File: config.mk
export PLATFORM = sky130hd
export DESIGN_NAME = embsync_decoder
export DESIGN_NICKNAME = d
export VERILOG_FILES = /design/src/rtl/embsync_pkg.sv /design/src/rtl/embsync_capture.sv /design/src/rtl/embsync_detect.sv /design/src/rtl/embsync_regs.sv /design/src/rtl/embsync_decoder.sv
export SDC_FILE = /design/constraint.sdc
export NUM_CORES = 1
export LEC_CHECK = 0
export ABC_AREA = 1
export BUFFER_PORTS_ARGS = -buffer_cell sky130_fd_sc_hd__buf_2
export CAP_MARGIN = 20
export CORE_MARGIN = 3
export CORE_UTILIZATION = 61
export DETAILED_ROUTE_END_ITERATION = 6
export PLACE_DENSITY = 0.83
export SLEW_MARGIN = 20
export SYNTH_ARGS = -nofsm -noshare
export SYNTH_HDL_FRONTEND = slang
export SYNTH_HIERARCHICAL = 1
export SYNTH_SLANG_ARGS = --single-unit
File: constraint.sdc
create_clock -name clk -period 3.5 [get_ports clk]
set_input_delay 1.05 -clock clk [delete_from_list [all_inputs] [get_ports clk]]
set_output_delay 1.05 -clock clk [all_outputs]
set_load 0.005 [all_outputs]
File: src/rtl/embsync_pkg.sv
package embsync_pkg;
  localparam int BYTE_W = 8;
  localparam int FLAG_N = 7;
  localparam int ST_SAV  = 6;
  localparam int ST_EAV  = 5;
  localparam int ST_ANC  = 4;
  localparam int ST_TASK = 3;
  localparam int ST_FLD  = 2;
  localparam int ST_HS   = 1;
  localparam int ST_VS   = 0;
  localparam int CT_EN   = 0;
  localparam int CT_EDGE = 1;
  localparam int CT_RATE = 2;
  localparam int CT_CLR  = 3;

  typedef logic [FLAG_N-1:0] flags_t;

  // protection nibble expected for a given F, V, H
  function automatic logic [3:0] prot_of(logic f, logic v, logic h);
    return {v ^ h, f ^ h, f ^ v, f ^ v ^ h};
  endfunction

  function automatic logic xy_valid(logic [BYTE_W-1:0] b);
    return b[3:0] == prot_of(b[6], b[5], b[4]);
  endfunction
endpackage

File: src/rtl/embsync_capture.sv
module embsync_capture #(
  parameter int BUS_W = 8
) (
  input  logic             clk,
  input  logic             rst_n,
  input  logic             edge_fall,
  input  logic             rate2x,
  input  logic             in_valid,
  input  logic [BUS_W-1:0] in_data,
  output logic             w_valid,
  output logic [BUS_W-1:0] w_data
);
  logic             n_valid;
  logic [BUS_W-1:0] n_data;
  logic             c_valid;
  logic [BUS_W-1:0] c_data;
  logic             phase;

  // falling-edge capture stage
  always_ff @(negedge clk or negedge rst_n) begin
    if (!rst_n) begin
      n_valid <= 1'b0;
      n_data  <= '0;
    end else begin
      n_valid <= in_valid;
      n_data  <= in_data;
    end
  end

  // rising-edge capture, or retime of the falling-edge sample
  always_ff @(posedge clk or negedge rst_n) begin
    if (!rst_n) begin
      c_valid <= 1'b0;
      c_data  <= '0;
    end else begin
      c_valid <= edge_fall ? n_valid : in_valid;
      c_data  <= edge_fall ? n_data  : in_data;
    end
  end

  always_ff @(posedge clk or negedge rst_n) begin
    if (!rst_n)       phase <= 1'b0;
    else if (!rate2x) phase <= 1'b0;
    else if (c_valid) phase <= ~phase;
  end

  assign w_valid = c_valid & (~rate2x | ~phase);
  assign w_data  = c_data;

  AST_RATE_SKIP: assert property (@(posedge clk) disable iff (!rst_n)
    (rate2x && w_valid) |=> !(rate2x && w_valid));
endmodule

File: src/rtl/embsync_detect.sv
module embsync_detect
  import embsync_pkg::*;
(
  input  logic              clk,
  input  logic              rst_n,
  input  logic              enable,
  input  logic              b_valid,
  input  logic [BYTE_W-1:0] b_data,
  output flags_t            events,
  output logic              hs,
  output logic              vs,
  output logic              fd,
  output logic              act
);
  logic [BYTE_W-1:0] p1, p2, p3;
  logic trs, anc, code_ok;

  always_ff @(posedge clk or negedge rst_n) begin
    if (!rst_n) begin
      p1 <= '0;
      p2 <= '0;
      p3 <= '0;
    end else if (b_valid) begin
      p1 <= b_data;
      p2 <= p1;
      p3 <= p2;
    end
  end

  assign code_ok = xy_valid(b_data);
  assign trs = enable & b_valid & (p3 == 8'hFF) & (p2 == 8'h00) &
               (p1 == 8'h00) & code_ok;
  assign anc = enable & b_valid & (p2 == 8'h00) & (p1 == 8'hFF) &
               (b_data == 8'hFF);

  always_comb begin
    events          = '0;
    events[ST_SAV]  = trs & ~b_data[4];
    events[ST_EAV]  = trs &  b_data[4];
    events[ST_ANC]  = anc;
    events[ST_TASK] = trs & ~b_data[7];
    events[ST_FLD]  = trs & (b_data[6] != fd);
    events[ST_HS]   = trs & b_data[4] & ~hs;
    events[ST_VS]   = trs & b_data[5] & ~vs;
  end

  always_ff @(posedge clk or negedge rst_n) begin
    if (!rst_n) begin
      hs <= 1'b0; vs <= 1'b0; fd <= 1'b0; act <= 1'b0;
    end else if (!enable) begin
      hs <= 1'b0; vs <= 1'b0; fd <= 1'b0; act <= 1'b0;
    end else if (trs) begin
      hs  <= b_data[4];
      vs  <= b_data[5];
      fd  <= b_data[6];
      act <= ~b_data[4] & ~b_data[5];
    end
  end

  AST_HS_AFTER_EAV: assert property (@(posedge clk) disable iff (!rst_n)
    (trs && b_data[4]) |=> (hs && !act));
  AST_OFF_QUIET: assert property (@(posedge clk) disable iff (!rst_n)
    !enable |=> (!hs && !vs && !fd && !act));
  AST_NO_EVENT_OFF: assert property (@(posedge clk) disable iff (!rst_n)
    !enable |-> (events == '0));
endmodule

File: src/rtl/embsync_regs.sv
module embsync_regs
  import embsync_pkg::*;
(
  input  logic              clk,
  input  logic              rst_n,
  input  logic              reg_wr,
  input  logic              reg_addr,
  input  logic [BYTE_W-1:0] reg_wdata,
  input  flags_t            events,
  output logic [BYTE_W-1:0] reg_rdata,
  output logic              en,
  output logic              edge_fall,
  output logic              rate2x
);
  logic [BYTE_W-1:0] ctrl_q;
  flags_t            stat_q;
  logic              clr;

  assign clr = reg_wr & (reg_addr | reg_wdata[CT_CLR]);

  always_ff @(posedge clk or negedge rst_n) begin
    if (!rst_n) ctrl_q <= '0;
    else if (reg_wr && !reg_addr) begin
      ctrl_q         <= reg_wdata;
      ctrl_q[CT_CLR] <= 1'b0;
    end
  end

  // new events win over a clear landing in the same cycle
  always_ff @(posedge clk or negedge rst_n) begin
    if (!rst_n) stat_q <= '0;
    else        stat_q <= (clr ? '0 : stat_q) | events;
  end

  assign en        = ctrl_q[CT_EN];
  assign edge_fall = ctrl_q[CT_EDGE];
  assign rate2x    = ctrl_q[CT_RATE];
  assign reg_rdata = reg_addr ? {1'b0, stat_q} : ctrl_q;

  AST_STICKY: assert property (@(posedge clk) disable iff (!rst_n)
    !clr |=> ((stat_q & $past(stat_q)) == $past(stat_q)));
  AST_EVENT_KEPT: assert property (@(posedge clk) disable iff (!rst_n)
    (events != '0) |=> ((stat_q & $past(events)) == $past(events)));
  AST_CLEARED: assert property (@(posedge clk) disable iff (!rst_n)
    (clr && events == '0) |=> (stat_q == '0));
endmodule

File: src/rtl/embsync_decoder.sv
module embsync_decoder
  import embsync_pkg::*;
#(
  parameter int BUS_W = 8
) (
  input  logic              clk,
  input  logic              rst_n,
  input  logic              in_valid,
  output logic              in_ready,
  input  logic [BUS_W-1:0]  in_data,
  input  logic              reg_wr,
  input  logic              reg_addr,
  input  logic [BYTE_W-1:0] reg_wdata,
  output logic [BYTE_W-1:0] reg_rdata,
  output logic              hsync_o,
  output logic              vsync_o,
  output logic              field_o,
  output logic              active_o
);
  logic             en, edge_fall, rate2x;
  logic             w_valid;
  logic [BUS_W-1:0] w_data;
  flags_t           events;

  assign in_ready = 1'b1;

  embsync_capture #(.BUS_W(BUS_W)) u_cap (
    .clk(clk), .rst_n(rst_n), .edge_fall(edge_fall), .rate2x(rate2x),
    .in_valid(in_valid), .in_data(in_data),
    .w_valid(w_valid), .w_data(w_data)
  );

  embsync_detect u_det (
    .clk(clk), .rst_n(rst_n), .enable(en),
    .b_valid(w_valid), .b_data(w_data[BYTE_W-1:0]),
    .events(events), .hs(hsync_o), .vs(vsync_o), .fd(field_o), .act(active_o)
  );

  embsync_regs u_regs (
    .clk(clk), .rst_n(rst_n), .reg_wr(reg_wr), .reg_addr(reg_addr),
    .reg_wdata(reg_wdata), .events(events), .reg_rdata(reg_rdata),
    .en(en), .edge_fall(edge_fall), .rate2x(rate2x)
  );
endmodule

-- Word-level counts from Yosys, hierarchy flattened
Index checks and enable logic that the tools add are counted.
- register bits: 61
- bits in latches: 0
- memory bits (writable): 0
- ROM bits: 0
- input bits: 21
- output and inout bits: 13
- word-level logic and storage cells: 71
- memories: 0
- $add $sub $neg: 0
- $mul: 0
- div/mod/pow operators: 0
- $lt $le $gt $ge: 0
- equality and inequality tests: 7
- shift-type cells: 0
- multiplexer cells: 14
- bitwise logic cells: 32
- reduce and logical (&&, ||, !) cells: 4
- operator list (cell ; number):
    $eq 8x8->1 const B ; 3
    $and 1x1->1 ; 18
    $logic_not 8->1 ; 2
    $mux 8 ; 2
    $mux 1 ; 11
    $mux 7 ; 1
    $not 1->1 ; 7
    $or 7x7->7 ; 1
    $eq 4x4->1 ; 1
    $ne 2x2->1 const B ; 2
    $xor 1x1->1 ; 4
    $or 1x1->1 ; 2
    $logic_and 1x1->1 ; 1
    $logic_not 1->1 ; 1
    $ne 1x1->1 ; 1

-- Longest topological paths before layout
- depth in word-level cells: 11
- depth in mapped cells: 12
- depth with buffers taken out: 12

-- Modules after synthesis
Netlist, hierarchy kept.
- by module, submodules not included (module ; times used ; cells each ; area each (um^2) ; seq. area each (um^2)):
    embsync_detect ; 1 ; 190 ; 1430.1 ; 700.7
    embsync_regs ; 1 ; 84 ; 655.6 ; 350.3
    embsync_capture ; 1 ; 54 ; 640.6 ; 475.5
    embsync_decoder ; 1 ; 2 ; 11.3 ; 0.0

==> flow_summary.toml <==
[die]
pin_count = 34
fp.dieW_um = 73.0
initial_utilization_pct = 65.6
die-area_um2 = 5330
die-height_um = 73.0
coreArea_um2 = 4170
rows = 23

[setup_path]
critical_path.max_stage_delay_ns = 0.10
setup.worst_path.start_class = "primary input"
crit_path_start = "in_data[3]"
r2r_cells = 2
endpoint_kind = "flip-flop"
arrival_ns = 1.15
cp_num_cells = 1
r2r-end = "u_cap/w_data[6]"
crit_chain = "buf_2"
endpoint = "u_cap/n_data[3]"
reg2reg_from = "u_cap/n_data[6]"
reg2reg_slack_ns = 1.14
cp_max_fo = 2
worst_ep_required_time_ns = 1.92
cp_num_buf_inv = 1
crit_type = "in -> reg"
crit_family = "buffers and inverters"
critical-path-slowest-cell = "buf_2"

[timing]
final.setup.tns_ns = 0
setup_violations = 0
tightest_slew_ns = 0.626
min_period_ns = 2.74
finClkSkew_ns = 0.0128
maxSlewViolCount = 0
max_slew_margin_pct = 58.2
fmax_mhz = 369
final.period_utilization_pct = 78.1
whs_ns = 0.475
grt_setup_unrepaired = "false"
hold_violations = 0

[global_route]
grt.overflow.total = 0
grt_pass1_vias = 2026
grt.total_usage_pct = 21.7
grt_pass1_wl_mm = 8.51
grt_max_degree = 53
antenna_found_initial = 0

[synth]
synth_cell_types = 27
ys_seq_area_share_pct = 55.8
synth_warnings = 6
syn_nets = 353
synth.cell_area_um2 = 2740
synth.avg_cell_area_um2 = 8.30
synth-seq-cells = 61
synth_cells = 330

[final_layout]
final_layout_size_suffix_gt1_share_pct = 16.6
fin_cells = 419
final_nets = 386
syn2layout_area_growth_pct = 13.3

[job]
max-cap-violations = 0

[min_path]
hold_class = "reg -> reg"
holdCritStartpoint = "u_regs/stat_q[2]"

[routing]
dr_total_vias = 2109
ant_nets = 0
first_pass_iters = 4
wirelength_mm = 4.97
drt_iter0_drc = 183
wl_per_cell_um = 11.9
vias_per_cell = 5.03
drc = 0

[status]
status = "completed"

[place]
dp_hpwl_mm = 3.40
gp_congestion = 0.811
dpl.cell_count = 402
port-buffer-count = 32

[clock_network]
clk_latency_ns = 0.33
numCtsBuffers = 9
cts_tree = "yes"
cts.path.max_buffers = 2
cts_setup_buffers = 0
clkTransAtPathRegs_ns = 0.06
cts_hold_repair.buffers = 0
clock-sinks = 61
htree_levels = 3
cts_root_buf = "clkbuf_8"
cts_resized = 0

[power_and_ir_drop]
leakage_nw = 1.67
vdd_drop_max_v = 0.000438
p_per_area_nw_per_um2 = 599
[how the worst min path moves through the flow]
stage          cells after the start          endpoint
2_1_floorplan                      2  u_regs/stat_q[6]
3_3_place_gp                       2  u_regs/ctrl_q[7]
3_5_place_dp                       2  u_regs/stat_q[2]
4_1_cts                            2  u_regs/stat_q[2]
5_1_grt                            2  u_regs/stat_q[2]
6_report                           2  u_regs/stat_q[2]
[stage by stage]
| stage | power, mW | instance area [um2] | setup WS, ns | utilization, % |
|---|---|---|---|---|
| global placement | 1.21 | 2890 | 0.443 | 69.4 |
| finish | 1.86 | 3100 | 0.765 | 74.4 |
| CTS | 1.87 | 3100 | 0.778 | 74.3 |
| detailed placement | 1.23 | 2890 | 0.436 | 69.4 |
| floorplan | 1.13 | 2740 | 0.556 | - |
| global route | 1.97 | 3100 | 0.719 | 74.3 |
[layer usage]
layer  up-vias  part of all wire, %  GRT usage, %
met5         -                    0             0
met4         0                  1.9          13.9
met3        10                  4.8          5.65
met2        53                   48          34.3
met1       964                   45          26.3
li1       1082                    -             -
[registers in the layout (all words and copies together) (netlist names), 7 cells and up]
signal,cells
u_cap/n_data,8
u_cap/w_data,8
u_det/p1,8
u_det/p2,8
u_det/p3,8
u_regs/ctrl_q,7
u_regs/stat_q,7
[Yosys cell counts, drive strengths merged]
cell,n,area share [%]
buf,8,2.6
nor4,3,0.69
nand4,3,0.69
dfrtp,52,48
a21oi,1,0.18
o21ai,33,6.6
inv,49,6.8
clkbuf,4,0.55
ha,2,0.91
nor2,24,3.7
nand2,115,16
nor3,1,0.37
conb,1,0.14
nand3,24,4.8
dfrtn,9,8.2
xnor2,1,0.32
[cells by family after synthesis]
| family | synth area share (%) |
|---|---|
| simple gates | 26.2 |
| buf+inv | 9.92 |
| flops | 55.8 |
| compound gates | 6.76 |
| fa+ha+maj | 0.914 |
| xor+xnor | 0.320 |
| other cells | 0.137 |
[area by class of cell]
class | count | area, um2
Tap cell | 50 | 62.6
Fill cell | 325 | 1070
Clock inverter | 1 | 30.0
Sequential cell | 61 | 1530
Timing Repair Buffer | 34 | 175
Multi-Input combinational cell | 208 | 943
Antenna cell | 1 | 2.50
Clock buffer | 15 | 176
Inverter | 49 | 186
[cells in the final DEF (no fill, tap or decap)]
master,instances
nand3_1,22
clkbuf_8,12
o21ai_1,3
nor4_1,3
nand4_1,3
o21ai_0,28
nor3_2,1
a21oi_2,1
clkbuf_1,3
nor2_1,21
buf_2,32
nand3_2,2
bufinv_16,1
nand2_2,2
nand2_1,113
buf_4,2
xnor2_1,1
inv_2,2
dfrtp_1,52
ha_1,2
inv_1,46
nor2_4,1
inv_4,1
nor2_2,2
o21ai_2,1
conb_1,1
diode_2,1
o21ai_4,1
dfrtn_1,9
[report_power, final]
part           leakage [nW]  total (mW)  internal, mW  switching (mW)
Combinational         0.799       0.301         0.104           0.197
Sequential            0.768       0.915         0.831          0.0840
Clock                 0.104       0.642         0.389           0.253
Total                  1.67        1.86          1.32           0.534
Power figures use the tool's default switching activity.
